$ cat src/rtl/flash_wstat_pkg.sv
package flash_wstat_pkg;
  typedef enum logic [2:0] {
    OP_IDLE      = 3'd0,
    OP_PROG      = 3'd1,
    OP_ERASE     = 3'd2,
    OP_SUSP      = 3'd3,
    OP_SUSP_PROG = 3'd4
  } op_e;
  localparam int unsigned POLL_BIT = 7;
  localparam int unsigned TGL_BIT  = 6;
  localparam int unsigned AUX_BIT  = 2;
endpackage

$ cat src/rtl/flash_wstat_tgl.sv
module flash_wstat_tgl (
  input  logic clk_i,
  input  logic rst_ni,
  input  logic restart_i,
  input  logic en_i,
  input  logic rd_i,
  output logic q_o
);
  logic q_q;
  logic step;

  assign step = en_i & rd_i;
  // a state change forces 0 on the bus in the same cycle
  assign q_o  = restart_i ? 1'b0 : q_q;

  always_ff @(posedge clk_i or negedge rst_ni) begin
    if (!rst_ni)                q_q <= 1'b0;
    else if (restart_i || step) q_q <= q_o ^ step;
  end
endmodule

$ cat src/rtl/flash_wstat_mux.sv
module flash_wstat_mux
  import flash_wstat_pkg::*;
#(
  parameter int unsigned DW = 16
) (
  input  op_e           op_i,
  input  logic          in_susp_i,
  input  logic          prog_dq7_i,
  input  logic [DW-1:0] array_data_i,
  input  logic          t6_i,
  input  logic          t2_i,
  output logic [DW-1:0] dq_o,
  output logic          ready_o
);
  logic [DW-1:0] stat;
  logic          poll;
  logic          b6;
  logic          show_stat;

  always_comb begin
    poll      = 1'b0;
    b6        = t6_i;
    show_stat = 1'b1;
    ready_o   = 1'b1;
    unique case (op_i)
      OP_PROG, OP_SUSP_PROG: begin
        poll    = ~prog_dq7_i;
        ready_o = 1'b0;
      end
      OP_ERASE: begin
        poll    = 1'b0;
        ready_o = 1'b0;
      end
      OP_SUSP: begin
        poll      = 1'b1;
        b6        = 1'b1;
        show_stat = in_susp_i;
      end
      default: show_stat = 1'b0;
    endcase
  end

  always_comb begin
    stat           = array_data_i;
    stat[POLL_BIT] = poll;
    stat[TGL_BIT]  = b6;
    stat[AUX_BIT]  = t2_i;
  end

  assign dq_o = show_stat ? stat : array_data_i;
endmodule

$ cat src/rtl/flash_wstat.sv
module flash_wstat
  import flash_wstat_pkg::*;
#(
  parameter int unsigned DW = 16
) (
  input  logic          clk_i,
  input  logic          rst_ni,
  input  logic [2:0]    op_state_i,
  input  logic          rd_stb_i,
  input  logic          in_susp_i,
  input  logic          prog_dq7_i,
  input  logic [DW-1:0] array_data_i,
  output logic [DW-1:0] dq_o,
  output logic          ready_o
);
  op_e  op, op_q;
  logic restart;
  logic en6, en2;
  logic t6, t2;

  assign op = op_e'(op_state_i);

  always_ff @(posedge clk_i or negedge rst_ni) begin
    if (!rst_ni) op_q <= OP_IDLE;
    else         op_q <= op;
  end

  assign restart = (op != op_q);
  assign en6 = (op == OP_PROG) || (op == OP_ERASE) || (op == OP_SUSP_PROG);
  assign en2 = (op == OP_ERASE) || ((op == OP_SUSP) && in_susp_i);

  flash_wstat_tgl u_tgl6 (
    .clk_i(clk_i), .rst_ni(rst_ni), .restart_i(restart),
    .en_i(en6), .rd_i(rd_stb_i), .q_o(t6)
  );

  flash_wstat_tgl u_tgl2 (
    .clk_i(clk_i), .rst_ni(rst_ni), .restart_i(restart),
    .en_i(en2), .rd_i(rd_stb_i), .q_o(t2)
  );

  flash_wstat_mux #(.DW(DW)) u_mux (
    .op_i(op), .in_susp_i(in_susp_i), .prog_dq7_i(prog_dq7_i),
    .array_data_i(array_data_i), .t6_i(t6), .t2_i(t2),
    .dq_o(dq_o), .ready_o(ready_o)
  );
endmodule

$ cat config.mk
export PLATFORM = sky130hd
export DESIGN_NAME = flash_wstat
export DESIGN_NICKNAME = d
export VERILOG_FILES = /design/src/rtl/flash_wstat_pkg.sv /design/src/rtl/flash_wstat_tgl.sv /design/src/rtl/flash_wstat_mux.sv /design/src/rtl/flash_wstat.sv
export SDC_FILE = /design/constraint.sdc
export NUM_CORES = 1
export LEC_CHECK = 0
export CAP_MARGIN = 5
export CORE_AREA = 8 8 45 47
export DETAILED_ROUTE_END_ITERATION = 12
export DIE_AREA = 0 0 53 55
export DONT_BUFFER_PORTS = 1
export GPL_TIMING_DRIVEN = 0
export PLACE_DENSITY_LB_ADDON = 0.25
export SYNTH_ARGS = -nofsm -noshare
export SYNTH_HDL_FRONTEND = slang
export SYNTH_SLANG_ARGS = --single-unit
$ cat constraint.sdc
create_clock -name clk_i -period 3.6 [get_ports clk_i]
set_clock_uncertainty 0.15 [all_clocks]
set_input_delay 0.54 -clock clk_i [delete_from_list [all_inputs] [get_ports clk_i]]
set_output_delay 0.54 -clock clk_i [all_outputs]
set_load 0.01 [all_outputs]
## Word-level counts from Yosys, hierarchy flattened

Cells that the tools add are included.
W data, S select, Z words.

- Bits in registers: 5
- Input port bits: 24
- Output and inout bits: 17
- Word-level logic and storage cells: 28

- Equality and inequality tests: 5
- Muxes and demuxes: 7
- Bitwise operators: 5
- Reduce and logical (&&, ||, !) cells: 8

Operators with widths:

| cell | number |
|---|---|
| $mux W8 | 1 |
| $eq A3 B2 Y1 const B | 2 |
| $logic_or A1 B1 Y1 | 5 |
| $mux W1 | 4 |
| $pmux W1 S2 | 2 |
| $eq A3 B1 Y1 const B | 1 |
| $eq A3 B3 Y1 const B | 1 |
| $ne A3 B3 Y1 | 1 |
| $reduce_or A3 Y1 | 1 |
| $and A1 B1 Y1 | 2 |
| $reduce_or A2 Y1 | 1 |
| $xor A1 B1 Y1 | 2 |
| $logic_and A1 B1 Y1 | 1 |
| $not A1 Y1 | 1 |

## Longest topological paths before layout

- Depth after elaboration: 5
- Mapped depth: 5

## Cells and area by module

Synthesis repeated with hierarchy kept, for this count alone.

- Cells, all modules: 52
- Area total of the unflattened synthesis: 484.2 um^2

Modules (own cells, without submodules):

| module | instances | cells each | area an instance (um^2) | seq. area each (um^2) |
|---|---|---|---|---|
| flash_wstat_mux | 1 | 32 | 240.2 | 0.0 |
| flash_wstat | 1 | 12 | 141.4 | 75.1 |
| flash_wstat_tgl | 2 | 4 | 51.3 | 25.0 |

## Worst setup path before layout

No wires, ideal clock.

- Kind: input port to output port
- Start: in op_state_i[1]
- End: out dq_o[2]
- Arrival time: 1365 ps
- Required time: 2910 ps
- Path slack: 1545 ps
- Cell stages on the path: 5
- Cells stage by stage: buf_4 -> nor3_1 -> a21oi_1 -> o21ai_1 -> mux2_2

- Word-level cells in the longest chain between the ends: 4

RTL lines:

| element | line | text |
|---|---|---|
| start, declared | flash_wstat.sv:8 | `input logic [2:0] op_state_i,` |
| $eq A3 B1 Y1, or another cell as far along | flash_wstat_mux.sv:25 | `unique case (op_i)` |
| $reduce_or A3 Y1 (no line) | -- |  |
| $pmux W1 S2 | flash_wstat_mux.sv:25 |  |
| $mux W8 (*) | flash_wstat_mux.sv:50 | `assign dq_o = show_stat ? stat : array_data_i;` |
| end, declared | flash_wstat.sv:13 | `output logic [DW-1:0] dq_o,` |

Mark *: on every way between the ends. The rest lies on a longest branch, timed or not.

## Worst setup path in the final report

Same ends and word-level chain as after synthesis.

==> results.sh <==
export IMPL_r2r_cells=4
export IMPL_worst_r2r_setup_slack_ps=2340
export IMPL_powerDensity_nw_per_um2=348
export IMPL_worstPathArrival_ps=1430
export IMPL_dp_hpwl_um=871
export IMPL_fp_dieH_um=55
export IMPL_vias=314
export IMPL_antenna_cells=0
export IMPL_yosys_warnings=0
export IMPL_drt_initial_drc_count=3
export IMPL_die_w_um=53
export IMPL_n_fill_cell=144
export IMPL_power_uw=171
export IMPL_critical_path_endpoint_type="primary output"
export IMPL_grt_setup_unrepaired="no"
export IMPL_synth_seq_cells=5
export IMPL_whs_endpoint="op_q[1]"
export IMPL_area_delta_synth_final_pct=12.9
export IMPL_peakVddDrop_uv=194
export IMPL_hp_start="op_state_i[1]"
export IMPL_yosysSeqAreaShare_pct=28.7
export IMPL_r2r_end="u_tgl6.q_q"
export IMPL_clock_latency_ps=240
export IMPL_row_count=14
export IMPL_first_pass_iters=3
export IMPL_place_port_buffers=0
export IMPL_place_congestion=0.735
export IMPL_cts_hold_buf=1
export IMPL_critPathKind="input port to primary output"
export IMPL_cp_num_buf_inv=1
export IMPL_clk_pin_slew_worst_paths_ps=40
export IMPL_ys_top_cells_by_area="dfrtp_1, buf_4, xor2_1"
export IMPL_cts_setup_buffers=0
export IMPL_syn_area_um2=437
export IMPL_fmax_mhz=471
export IMPL_crit_family="multiplexers"
export IMPL_synth_largest_area_cell="dfrtp_1"
export IMPL_cts_resized_gates=0
export IMPL_slew_headroom_pct=84.5
export IMPL_initial_core_util_pct=31.6
export IMPL_final_hold_viol_count=0
export IMPL_numCtsBuffers=3
export IMPL_finalSetupViolCount=0
export IMPL_wl_per_cell_um=14.6
export IMPL_cts_max_path_buffers=2
export IMPL_track_usage_pct=6.70
export IMPL_layout_drive_gt1_share_pct=43.4
export IMPL_worstPathCellList="buf_4 -> nor3_1 -> a21oi_1 -> o21ai_1 -> mux2_2"
export IMPL_die_area_um2=2920
export IMPL_avgSynthCellArea_um2=9.10
export IMPL_layout_common_cells="buf_4, dfrtp_1, inv_1"
export IMPL_drc=0
export IMPL_grt_max_degree=9
export IMPL_synth_top_cell_area_share_pct=28.7
export IMPL_holdPathStages=0
export IMPL_ant_nets=0
export IMPL_cp_required_ps=2910
export IMPL_setup_tns_ps=0
export IMPL_num_io_pins=41
export IMPL_final_common_cell="buf_4"
export IMPL_grt_pass1_wl_um=1390
export IMPL_status="completed"
export IMPL_cts_sinks=5
export IMPL_antenna_found_initial=0
export IMPL_hold_class="input port to flop"
export IMPL_wl_um=1010
export IMPL_postSynthCellCount=48
export IMPL_syn_num_nets=72
export IMPL_h_tree_depth=1
export IMPL_reg2reg_from="op_q[0]"
export IMPL_nets=78
export IMPL_slowest_delay_ps=390
export IMPL_cts_tree="yes"
export IMPL_grt_overflow=0
export IMPL_viasPerCell=4.55
export IMPL_coreArea_um2=1380
export IMPL_grt_pass1_vias=350
export IMPL_maxCapViolCount=0
export IMPL_cp_start_kind="input port"
export IMPL_cpMaxStageDelayCell="mux2_2"
export IMPL_worst_pin_slew_ps=232
export IMPL_cts_root_buf="clkbuf_4"
export IMPL_p_leak_uw=0.000235
export IMPL_ys_types=21
export IMPL_crit_fanout=7
export IMPL_min_period_ps=2120
export IMPL_slew_viol_final=0
export IMPL_period_share_pct=58.9
==> Yosys cell counts <==
library cell and count:
maj3_2 1, nor2_1 1, nand2_1 1, buf_6 1, inv_1 4, buf_4 14
o21a_1 1, o221a_1 1, mux2_2 1, nand3_1 3, and3_4 1, dfrtp_1 5
a22oi_1 2, xor2_2 1, buf_2 1, nor3_1 1, xor2_1 3, o21ai_0 1
xnor2_1 2, o21ai_1 1, a21oi_1 2
==> metal layers <==
layer | vias up | global-route usage [%] | routed length (µm)
met1 | 135 | 6.46 | 349
met4 | 0 | 6.47 | 14
li1 | 153 | - | -
met2 | 24 | 10.2 | 488
met3 | 2 | 3.48 | 153
met5 | - | 0 | 0
==> worst register-to-register path: cells and delay by family, from the launching register on <==
kind / cells / cell delay [ps]
and+or+nand+nor: 2 / 280
DFF: 1 / 390
xor gates and xnor gates: 2 / 320
==> report_power, final <==
| part | switching (µW) | total [µW] | internal (µW) | leakage, µW |
|---|---|---|---|---|
| combinational | 23.9 | 46.2 | 22.4 | 0.000158 |
| clock | 22.1 | 64.0 | 41.8 | 0.0000150 |
| sequential | 1.33 | 61.2 | 59.8 | 0.0000614 |
| total | 47.3 | 171 | 124 | 0.000235 |
==> registers in the layout, summed over array words and instances (netlist names) <==
signal	flops
op_q	3
u_tgl2.q_q	1
u_tgl6.q_q	1
==> worst max path at each step <==
stage                  start      end  slack [ps]  cells after the start
6_report       op_state_i[1]  dq_o[2]        1480                      5
3_3_place_gp   op_state_i[1]  dq_o[2]        1480                      5
5_1_grt        op_state_i[1]  dq_o[6]        1360                      5
4_1_cts        op_state_i[1]  dq_o[6]        1470                      5
3_5_place_dp   op_state_i[1]  dq_o[6]        1470                      5
2_1_floorplan  op_state_i[1]  dq_o[2]        1540                      5
==> cell families (layout without fill, tap and decap cells) <==
kind of cell | count (synthesis) | in the layout | share of synthesized area, %
buffers and inverters | 20 | 25 | 31.2
AOI/OAI and AO/OA | 8 | 8 | 12.3
and+or+nand+nor | 7 | 7 | 8.88
xor gates and xnor gates | 6 | 6 | 13.8
DFF | 5 | 5 | 28.7
adders and majority gates | 1 | 1 | 2.58
muxes | 1 | 1 | 2.58
==> layout make-up <==
cell class	instances	area, µm²	area share (%)
multi-input cells	23	175	35.5
plain buffers	16	121	24.6
repair buffers	1	10.0	2.03
inverters	4	15.0	3.05
well taps	16	20.0	4.06
clock buffers	4	26.3	5.33
flip-flops and latches	5	125	25.4
==> per-stage QoR <==
stage	util, %	std cells	hold WS, ps	setup slack (ps)	cell area, µm²
3_5_place_dp	33.0	64	94.5	1470	457
3_3_place_gp	33.0	64	94.5	1480	457
4_1_cts	35.6	69	170	1470	493
2_1_floorplan	-	48	94.4	1540	437
5_1_grt	35.6	69	164	1360	493
6_report	35.6	69	179	1480	493
(Power assumes the default switching activity.)
